--- config.mk ---
export PLATFORM = sky130hd
export DESIGN_NAME = dec_avg_recorder
export DESIGN_NICKNAME = d
export VERILOG_FILES = /design/src/rtl/drec_pkg.sv /design/src/rtl/drec_sim_src.sv /design/src/rtl/drec_window.sv /design/src/rtl/drec_scale.sv /design/src/rtl/drec_ctrl.sv /design/src/rtl/dec_avg_recorder.sv
export SDC_FILE = /design/constraint.sdc
export NUM_CORES = 1
export LEC_CHECK = 0
export ABC_AREA = 0
export CAP_MARGIN = 20
export CORE_ASPECT_RATIO = 1.4
export CORE_MARGIN = 4
export CORE_UTILIZATION = 40
export CTS_CLUSTER_SIZE = 30
export DETAILED_ROUTE_END_ITERATION = 6
export GPL_TIMING_DRIVEN = 0
export PLACE_DENSITY = 0.69
export SLEW_MARGIN = 20
export SYNTH_ARGS = -nofsm -noshare
export SYNTH_HDL_FRONTEND = slang
export SYNTH_HIERARCHICAL = 1
export SYNTH_SLANG_ARGS = --single-unit
--- constraint.sdc ---
create_clock -name clk_i -period 11.7 [get_ports clk_i]
set_clock_uncertainty 0.05 [all_clocks]
set_input_delay 2.925 -clock clk_i [delete_from_list [all_inputs] [get_ports clk_i]]
set_output_delay 2.925 -clock clk_i [all_outputs]
set_load 0.01 [all_outputs]
--- src/rtl/drec_pkg.sv ---
package drec_pkg;
  typedef enum logic {ST_IDLE = 1'b0, ST_RUN = 1'b1} rec_state_e;
endpackage

--- src/rtl/drec_sim_src.sv ---
module drec_sim_src #(
  parameter int SMP_W = 16
) (
  input  logic             clk_i,
  input  logic             rst_ni,
  input  logic             sim_sel_i,
  input  logic [SMP_W-1:0] adc_i,
  output logic [SMP_W-1:0] src_o
);
  logic [SMP_W-1:0] cnt_q;

  always_ff @(posedge clk_i or negedge rst_ni) begin
    if (!rst_ni) cnt_q <= '0;
    else         cnt_q <= cnt_q + 1'b1;
  end

  assign src_o = sim_sel_i ? cnt_q : adc_i;

  p_sim_step_r10: assert property (@(posedge clk_i) disable iff (!rst_ni)
    sim_sel_i && $past(sim_sel_i) && $past(rst_ni) |-> src_o == $past(src_o) + 1'b1);
endmodule

--- src/rtl/drec_window.sv ---
module drec_window #(
  parameter int SMP_W = 16,
  parameter int DEC_W = 8,
  localparam int ACC_W = SMP_W + DEC_W
) (
  input  logic             clk_i,
  input  logic             rst_ni,
  input  logic             clr_i,
  input  logic             run_i,
  input  logic [DEC_W-1:0] dec_i,
  input  logic [SMP_W-1:0] smp_i,
  output logic             win_end_o,
  output logic [ACC_W-1:0] sum_o,
  output logic [SMP_W-1:0] pick_o
);
  logic [DEC_W-1:0] win_cnt_q;
  logic [ACC_W-1:0] acc_q;

  assign win_end_o = run_i && (win_cnt_q == dec_i);
  assign sum_o     = acc_q + ACC_W'(smp_i);
  assign pick_o    = smp_i;

  always_ff @(posedge clk_i or negedge rst_ni) begin
    if (!rst_ni) begin
      win_cnt_q <= '0;
      acc_q     <= '0;
    end else if (clr_i) begin
      win_cnt_q <= '0;
      acc_q     <= '0;
    end else if (run_i) begin
      if (win_end_o) begin
        win_cnt_q <= '0;
        acc_q     <= '0;
      end else begin
        win_cnt_q <= win_cnt_q + 1'b1;
        acc_q     <= sum_o;
      end
    end
  end

  p_win_bound_r3: assert property (@(posedge clk_i) disable iff (!rst_ni)
    run_i |-> win_cnt_q <= dec_i);

  // accumulated value never wraps below the previous partial sum
  p_no_overflow_r7: assert property (@(posedge clk_i) disable iff (!rst_ni)
    run_i && !win_end_o && !clr_i |=> acc_q >= $past(acc_q));
endmodule

--- src/rtl/drec_scale.sv ---
module drec_scale #(
  parameter int SMP_W = 16,
  parameter int DEC_W = 8,
  parameter int SH_W  = 5,
  localparam int ACC_W = SMP_W + DEC_W
) (
  input  logic             avg_i,
  input  logic [SH_W-1:0]  shift_i,
  input  logic [ACC_W-1:0] sum_i,
  input  logic [SMP_W-1:0] pick_i,
  output logic [SMP_W-1:0] val_o
);
  localparam logic [ACC_W-1:0] MAX_V = ACC_W'({SMP_W{1'b1}});

  logic [ACC_W-1:0] sel_v;
  logic [ACC_W-1:0] shf_v;

  always_comb begin
    sel_v = avg_i ? sum_i : ACC_W'(pick_i);
    shf_v = sel_v >> shift_i;
    val_o = (shf_v > MAX_V) ? {SMP_W{1'b1}} : shf_v[SMP_W-1:0];
  end
endmodule

--- src/rtl/drec_ctrl.sv ---
module drec_ctrl
  import drec_pkg::*;
#(
  parameter int DEC_W = 8,
  parameter int LEN_W = 16,
  parameter int SH_W  = 5
) (
  input  logic             clk_i,
  input  logic             rst_ni,
  input  logic             trig_i,
  input  logic             avg_i,
  input  logic [DEC_W-1:0] dec_i,
  input  logic [LEN_W-1:0] len_i,
  input  logic [SH_W-1:0]  shift_i,
  input  logic             win_end_i,
  output logic             start_o,
  output logic             busy_o,
  output logic             last_o,
  output logic             avg_o,
  output logic [DEC_W-1:0] dec_o,
  output logic [SH_W-1:0]  shift_o
);
  rec_state_e       state_q;
  logic [LEN_W-1:0] out_cnt_q;
  logic [LEN_W-1:0] len_q;

  assign busy_o  = (state_q == ST_RUN);
  assign start_o = (state_q == ST_IDLE) && trig_i;
  assign last_o  = busy_o && win_end_i && (out_cnt_q == len_q);

  always_ff @(posedge clk_i or negedge rst_ni) begin
    if (!rst_ni) begin
      state_q   <= ST_IDLE;
      out_cnt_q <= '0;
      len_q     <= '0;
      dec_o     <= '0;
      shift_o   <= '0;
      avg_o     <= 1'b0;
    end else if (start_o) begin
      state_q   <= ST_RUN;
      out_cnt_q <= '0;
      len_q     <= len_i;
      dec_o     <= dec_i;
      shift_o   <= shift_i;
      avg_o     <= avg_i;
    end else if (busy_o && win_end_i) begin
      out_cnt_q <= out_cnt_q + 1'b1;
      if (last_o) state_q <= ST_IDLE;
    end
  end

  p_trig_ignored_r8: assert property (@(posedge clk_i) disable iff (!rst_ni)
    busy_o && trig_i && !last_o |=> busy_o && $stable(out_cnt_q) || busy_o && out_cnt_q == $past(out_cnt_q) + 1'b1);

  p_cfg_held_r9: assert property (@(posedge clk_i) disable iff (!rst_ni)
    busy_o && !last_o |=> $stable(dec_o) && $stable(shift_o) && $stable(avg_o) && $stable(len_q));

  p_len_bound_r4: assert property (@(posedge clk_i) disable iff (!rst_ni)
    busy_o |-> out_cnt_q <= len_q);
endmodule

--- src/rtl/dec_avg_recorder.sv ---
module dec_avg_recorder #(
  parameter int SMP_W = 16,
  parameter int DEC_W = 8,
  parameter int LEN_W = 16,
  parameter int SH_W  = 5
) (
  input  logic             clk_i,
  input  logic             rst_ni,
  input  logic [SMP_W-1:0] adc_i,
  input  logic             sim_sel_i,
  input  logic             avg_en_i,
  input  logic [DEC_W-1:0] dec_i,
  input  logic [LEN_W-1:0] len_i,
  input  logic [SH_W-1:0]  shift_i,
  input  logic             trig_i,
  output logic [SMP_W-1:0] smp_o,
  output logic             smp_valid_o,
  output logic             rec_done_o,
  output logic             busy_o
);
  localparam int ACC_W = SMP_W + DEC_W;

  logic [SMP_W-1:0] src;
  logic             start, busy, last, win_end, avg_q;
  logic [DEC_W-1:0] dec_q;
  logic [SH_W-1:0]  shift_q;
  logic [ACC_W-1:0] sum;
  logic [SMP_W-1:0] pick, val;

  drec_sim_src #(.SMP_W(SMP_W)) u_src (
    .clk_i, .rst_ni, .sim_sel_i, .adc_i, .src_o(src)
  );

  drec_ctrl #(.DEC_W(DEC_W), .LEN_W(LEN_W), .SH_W(SH_W)) u_ctrl (
    .clk_i, .rst_ni, .trig_i, .avg_i(avg_en_i), .dec_i, .len_i, .shift_i,
    .win_end_i(win_end), .start_o(start), .busy_o(busy), .last_o(last),
    .avg_o(avg_q), .dec_o(dec_q), .shift_o(shift_q)
  );

  drec_window #(.SMP_W(SMP_W), .DEC_W(DEC_W)) u_win (
    .clk_i, .rst_ni, .clr_i(start), .run_i(busy), .dec_i(dec_q), .smp_i(src),
    .win_end_o(win_end), .sum_o(sum), .pick_o(pick)
  );

  drec_scale #(.SMP_W(SMP_W), .DEC_W(DEC_W), .SH_W(SH_W)) u_scale (
    .avg_i(avg_q), .shift_i(shift_q), .sum_i(sum), .pick_i(pick), .val_o(val)
  );

  always_ff @(posedge clk_i or negedge rst_ni) begin
    if (!rst_ni) begin
      smp_o       <= '0;
      smp_valid_o <= 1'b0;
      rec_done_o  <= 1'b0;
    end else begin
      smp_valid_o <= win_end;
      rec_done_o  <= last;
      if (win_end) smp_o <= val;
    end
  end

  assign busy_o = busy;

  p_done_with_valid_r4: assert property (@(posedge clk_i) disable iff (!rst_ni)
    rec_done_o |-> smp_valid_o && !busy_o);

  p_valid_in_record_r2: assert property (@(posedge clk_i) disable iff (!rst_ni)
    smp_valid_o |-> $past(busy_o));

  p_hold_r1: assert property (@(posedge clk_i) disable iff (!rst_ni)
    !smp_valid_o && $past(rst_ni) |-> $stable(smp_o));
endmodule

==> metrics, run 1 <==
status=finished, final reports clean; vias after detailed routing=~7200; unrepaired setup endpoints after global routing=false; Slew @ Worst Pin=roughly 0.73 ns; Post-synth top flop=dfrtp_1; WS Path Type=in -> reg; WL final=22.4 mm; cells along the critical path=clkbuf_1 -> buf_2 -> mux2_2 -> ha_1 -> a21oi_4 -> nand2_1 -> a221o_1 -> a211oi_4 -> nor2_1 -> xnor2_1 -> mux2i_1 -> o22ai_1 -> a31oi_1 -> o221ai_1 -> o21ba_2 -> buf_2 -> a31oi_1 -> mux2_2; Avg Vias per Cell=roughly 5.8; reg2reg end=smp_o[3]; die area=between 0.02 and 0.025 mm^2; Fillers=around 1900; worst hold endpoint=u_src/cnt_q[15]; area added between synthesis and finish=20.4%; CTS Buf Count=17; # diodes=0; final net count=1044; Worst path max stage delay=a little over 0.5 ns; Buf+Inv Stages, Crit Path=3; cell family with most CP delay=compound AO/OA/AOI/OAI gates; Worst R2R Setup Slack=around 6.7 ns; startpoint types=input pin; post_cts resized=0; Seq/Total Area, Yosys=0.344; clk sinks=between 100 and 150; global-route wire length before repair=~36 mm; Routed WL per cell=about 18 um; Core ar.=about 0.020 mm^2; top-area cell type share of the netlist area=0.344; min-delay worst type=reg -> reg; CTS Hold Bufs=0; grt ovf=0; Syn Nets=about 960; worst reg-to-reg path cell count=18; largest cells by area after synthesis=dfrtp_1, nand2_1, mux2_2, xor2_1, mux2i_1; setup TNS=0 ns; final setup fails=0; Clock Latency Late Sink=between 0.4 and 0.5 ns; hpwl dp=16.7 mm; min cycle time layout=7.75 ns; Slew Limit Fails=0; Die Wd=around 130 um; Fmax=between 0.1 and 0.15 GHz; Rows=a little over 60; Netlist Area Pre-Place=between 0.008 and 0.009 mm^2; Critical Path RT=between 10 and 15 ns; Placer Congestion=between 0.9 and 1; syn avg cell area=a little over 9 um^2; Tot GR Track Use=0.200; leakage dissipation=about 4.3 nW; first-pass detailed-route iteration total=5; Yosys cell types=88; Reg clk slew, reported paths=around 0.06 ns; Post-CTS Setup Inserts=0; vias in the first global route=between 7000 and 8000; Worst setup EP type=register; number of synthesized flops with an enable pin=0; largest net degree at the start of global routing=73; clk root buf=clkbuf_16; initial antenna violation count=0; fraction of registers with async set/reset=1.00; Hold Crit Depth=1; final core utilization=0.493; #FFs+latches synth=113; Hold Fails Final Rpt=0; DR DRC count=0; Peak VDD IR=0.122 mV; Final ANT Viol Nets=0; CP Max Fanout=10; H-tree Lvls=4; Synth Warn #=6; HP Start=u_src/cnt_q[15]; Pwr Density=approximately 220 mW/mm^2; share of cells above drive strength 1=0.162; worst-case clock buffer depth=2; Post-Synthesis Cells=a little under 900; io pins=69; post-synth top area cell=dfrtp_1; CP max stage cell=a211oi_4; CTS tree=yes; chip height=about 180 um; iteration-0 DRC count of the detailed router=around 470; max-cap violations=0; initial core utilization=0.409; Rel. slew slack=0.512; Buffers on Ports=67; worst r2r src=u_src/cnt_q[0]; arrival time worst endpoint=roughly 8 ns; final period utilization=0.662
-- cell usage in the layout, fill, tap and decap left out, types with 24 or more instances in the layout --
cell type and n:
clkdlybuf4s50_1 66, a21oi_1 32, inv_1 24, dfrtp_1 113, nand2_1 161, nand3_1 25
xnor2_1 25, mux2_2 32, nor2_1 50, xor2_1 40, o21ai_0 31, mux2i_1 33
-- area by class of cell --
type / count / area (um^2) / area share
plain buffers: 64 / 375 / 0.0380
clock inverters: 12 / 204 / 0.0206
multi-input cells: 684 / 4910 / 0.497
repair buffers: 68 / 699 / 0.0707
inverters: 26 / 97.6 / 0.00987
well taps: 252 / 315 / 0.0319
clock buffers: 20 / 457 / 0.0462
flip-flops and latches: 113 / 2830 / 0.286
-- sequential cells by signal, summed over array words and instances (netlist names) --
| name | count |
|---|---|
| u_win/acc_q | 24 |
| u_win/win_cnt_q | 8 |
| smp_valid_o | 1 |
| u_ctrl/avg_o | 1 |
| u_ctrl/out_cnt_q | 16 |
| rec_done_o | 1 |
| u_src/cnt_q | 16 |
| smp_o | 16 |
| u_ctrl/shift_o | 5 |
| u_ctrl/dec_o | 8 |
| u_ctrl/len_q | 16 |
| u_ctrl/busy_o | 1 |
-- logic make-up after synthesis --
logic type               Yosys count  share of synthesized area
adder cells (fa/ha/maj)           20                     0.0314
buffers and inverters             90                     0.0576
AND/OR/NAND/NOR                  324                      0.188
flip-flops                       113                      0.344
XOR/XNOR                          65                     0.0693
multiplexers                      91                      0.144
AO/OA/AOI/OAI                    184                      0.165
-- routing by layer --
layer,track usage,up-vias,part of all wire
li1,-,3365,-
met1,0.229,3443,0.40
met2,0.347,268,0.49
met3,0.0434,75,0.056
met4,0.104,0,0.047
met5,0,-,0
-- synth_stat cells (8+ instances only) --
library cell  number
buf_4             19
a22o_1            13
nand4_1           15
nand3_1           25
mux4_2            14
nor2_1            50
o211ai_1           8
mux2i_1           33
o21ai_0           31
xnor2_1           25
a31oi_1           12
nand2b_1           8
ha_1              19
a21oi_1           32
dfrtp_1          113
buf_2             13
mux2_4            12
nand2_1          161
and2_1            10
clkbuf_1          22
inv_1             24
nor3_1            11
mux2_2            32
xor2_1            40
-- per-stage QoR --
stage | power, W | setup slack [ns] | hold WS [ns] | cell area (um^2) | cells
6_report | 0.00216 | 3.95 | 0.411 | 9890 | 1239
5_1_grt | 0.00228 | 3.65 | 0.436 | 9890 | 1239
4_1_cts | 0.00216 | 4.01 | 0.415 | 9890 | 1239
3_3_place_gp | 0.00154 | 3.09 | 0.405 | 9200 | 1206
2_1_floorplan | 0.00127 | 4.50 | 0.386 | 8220 | 887
3_5_place_dp | 0.00156 | 3.59 | 0.409 | 9230 | 1207
-- power breakdown --
part           leakage [nW]  switching [W]  total, W  internal (W)
sequential             1.43      0.0000840  0.000571      0.000487
clock                 0.313       0.000196  0.000586      0.000390
combinational          2.57       0.000544   0.00100      0.000456
total                  4.31       0.000824   0.00216       0.00133
-- worst max-delay path by stage --
| stage | startpoint | cells past startpoint | end | slack (ns) |
|---|---|---|---|---|
| floorplan | sim_sel_i | 17 | smp_o[0] | 4.50 |
| global route | sim_sel_i | 18 | smp_o[3] | 3.65 |
| CTS | sim_sel_i | 18 | smp_o[3] | 4.01 |
| global placement | rst_ni | 1 | u_ctrl/len_q[12] | 3.09 |
| detailed placement | sim_sel_i | 18 | smp_o[3] | 3.59 |
| finish | sim_sel_i | 18 | smp_o[3] | 3.95 |
(Power assumes the default switching activity.)
==> run 2, diff against run 1 <==
--- a/config.mk
+++ b/config.mk
@@ -13,7 +13,7 @@
 export CTS_CLUSTER_SIZE = 30
 export DETAILED_ROUTE_END_ITERATION = 6
 export GPL_TIMING_DRIVEN = 0
-export PLACE_DENSITY = 0.69
+export PLACE_DENSITY = 0.71
 export SLEW_MARGIN = 20
 export SYNTH_ARGS = -nofsm -noshare
 export SYNTH_HDL_FRONTEND = slang
==> constraint.sdc (replaced) <==
create_clock -name clk_i -period 6.5 [get_ports clk_i]
set_clock_uncertainty 0.05 [all_clocks]
set_input_delay 1.625 -clock clk_i [delete_from_list [all_inputs] [get_ports clk_i]]
set_output_delay 1.625 -clock clk_i [all_outputs]
set_load 0.01 [all_outputs]
==> metrics, run 2 (synthesis gave the netlist of run 1 again) <==
Buf+Inv Stages, Crit Path=3; Largest register FFs=24; unrepaired setup endpoints after global routing=false; hpwl dp=approximately 17 mm; most frequent cells in the layout=nand2_1, dfrtp_1, clkdlybuf4s50_1, nor2_1, xor2_1; clk sinks=113; final net count=1046; Final ANT Viol Nets=0; # diodes=0; Buffers on Ports=67; Routed WL per cell=around 18 um; cell family with most CP delay=compound AO/OA/AOI/OAI gates; Slew Limit Fails=0; Worst setup EP type=register; setup TNS=0 ns; reg2reg end=smp_o[0]; HP Start=u_ctrl/shift_o[3]; final period utilization=0.950; Fmax=about 0.16 GHz; vias in the first global route=7073; worst hold endpoint=u_ctrl/shift_o[3]; area added between synthesis and finish=20.3%; Critical Path RT=~6.8 ns; Worst R2R Setup Slack=~1.6 ns; most common cell after layout, fill and taps aside=nand2_1; cells along the critical path=clkbuf_2 -> buf_2 -> mux2_2 -> ha_1 -> a21oi_4 -> nand2_1 -> a221o_1 -> a211oi_4 -> buf_4 -> nor2_1 -> xor2_1 -> mux2i_1 -> o22a_1 -> a2bb2oi_1 -> o221ai_1 -> o21bai_1 -> o41a_1 -> mux2_2; Avg Vias per Cell=between 5 and 6; Core ar.=0.0201 mm^2; global-route wire length before repair=between 30 and 40 mm; vias after detailed routing=7058; Placer Congestion=0.961; die area=0.0229 mm^2; H-tree Lvls=4; Hold Crit Depth=2; Die Wd=129 um; share of cells above drive strength 1=0.164; Most flops, register=u_win/acc_q; worst r2r src=u_src/cnt_q[0]; chip height=178 um; Reg clk slew, reported paths=0.05 ns; initial core utilization=0.409; WL final=~22 mm; Rel. slew slack=0.556; grt ovf=0; final setup fails=0; Tot GR Track Use=0.190; WS Path Type=in -> reg; startpoint types=input pin; Rows=a little over 60; status=finished, final reports clean; Hold Fails Final Rpt=0; leakage dissipation=between 4 and 5 nW; first-pass detailed-route iteration total=5; largest net degree at the start of global routing=70; crit-path most repeated cell=mux2_2; CTS Buf Count=17; CTS tree=yes; worst-case clock buffer depth=2; min cycle time layout=6.18 ns; worst reg-to-reg path cell count=18; clk root buf=clkbuf_16; iteration-0 DRC count of the detailed router=approximately 430; min-delay worst type=reg -> reg; Slew @ Worst Pin=0.650 ns; max-cap violations=0; CP Max Fanout=10; Hold Slack=0.422 ns; Clock Latency Late Sink=~0.42 ns; Worst path max stage delay=about 0.48 ns; Peak VDD IR=between 0.2 and 0.25 mV; io pins=69; CP max stage cell=o41a_1; arrival time worst endpoint=roughly 6.4 ns; Pwr Density=a little under 400 mW/mm^2; DR DRC count=0; initial antenna violation count=0
## run 2: where the power goes
part,internal [W],switching (W),leakage [nW]
Sequential,0.000877,0.000150,1.43
Clock,0.000671,0.000332,0.303
Combinational,0.000829,0.000958,2.58
## run 2: worst max path at each step
stage	start	end	slack (ns)	cells after the start
3_3_place_gp	rst_ni	u_ctrl/len_q[12]	-0.76	1
2_1_floorplan	sim_sel_i	smp_o[0]	0.60	17
6_report	sim_sel_i	smp_o[0]	0.32	18
4_1_cts	sim_sel_i	smp_o[0]	0.06	17
3_5_place_dp	sim_sel_i	smp_o[0]	-0.33	17
5_1_grt	adc_i[0]	smp_o[0]	0.07	19
## run 2: worst min-delay path, delay by kind of cell, from the launching register on
family | cells | cell delay, ns
and+or+nand+nor | 2 | 0.10
DFF | 1 | 0.34
## run 2: what timing repair did
item / in CTS / in global routing
hold buffers: 0 / 0
setup buffers: 0 / 2
gates resized for setup: 0 / 3
setup endpoints to repair: 0 / 15
## run 2: stage by stage
stage	std cells	area [um^2]	setup slack (ns)	util	total power (W)
2_1_floorplan	887	8220	0.598	-	0.00229
6_report	1241	9880	0.322	0.492	0.00382
3_5_place_dp	1207	9230	-0.329	0.460	0.00278
4_1_cts	1239	9860	0.0608	0.491	0.00381
5_1_grt	1241	9880	0.0727	0.492	0.00404
3_3_place_gp	1206	9200	-0.757	0.458	0.00275
## run 2: layer usage
metal	vias to the layer above	wire length, um	global-route usage
met2	234	11000	0.333
li1	3361	-	-
met4	0	814	0.0880
met3	60	1090	0.0319
met1	3403	8980	0.225
met5	-	0	0
## run 2: area by class of cell
class / count / area, um^2
Tap cell: 252 / 315
Buffer: 64 / 377
Inverter: 26 / 97.6
Clock inverter: 9 / 154
Timing Repair Buffer: 70 / 714
Fill cell: 1866 / 10200
Sequential cell: 113 / 2830
Clock buffer: 23 / 478
Multi-Input combinational cell: 684 / 4920
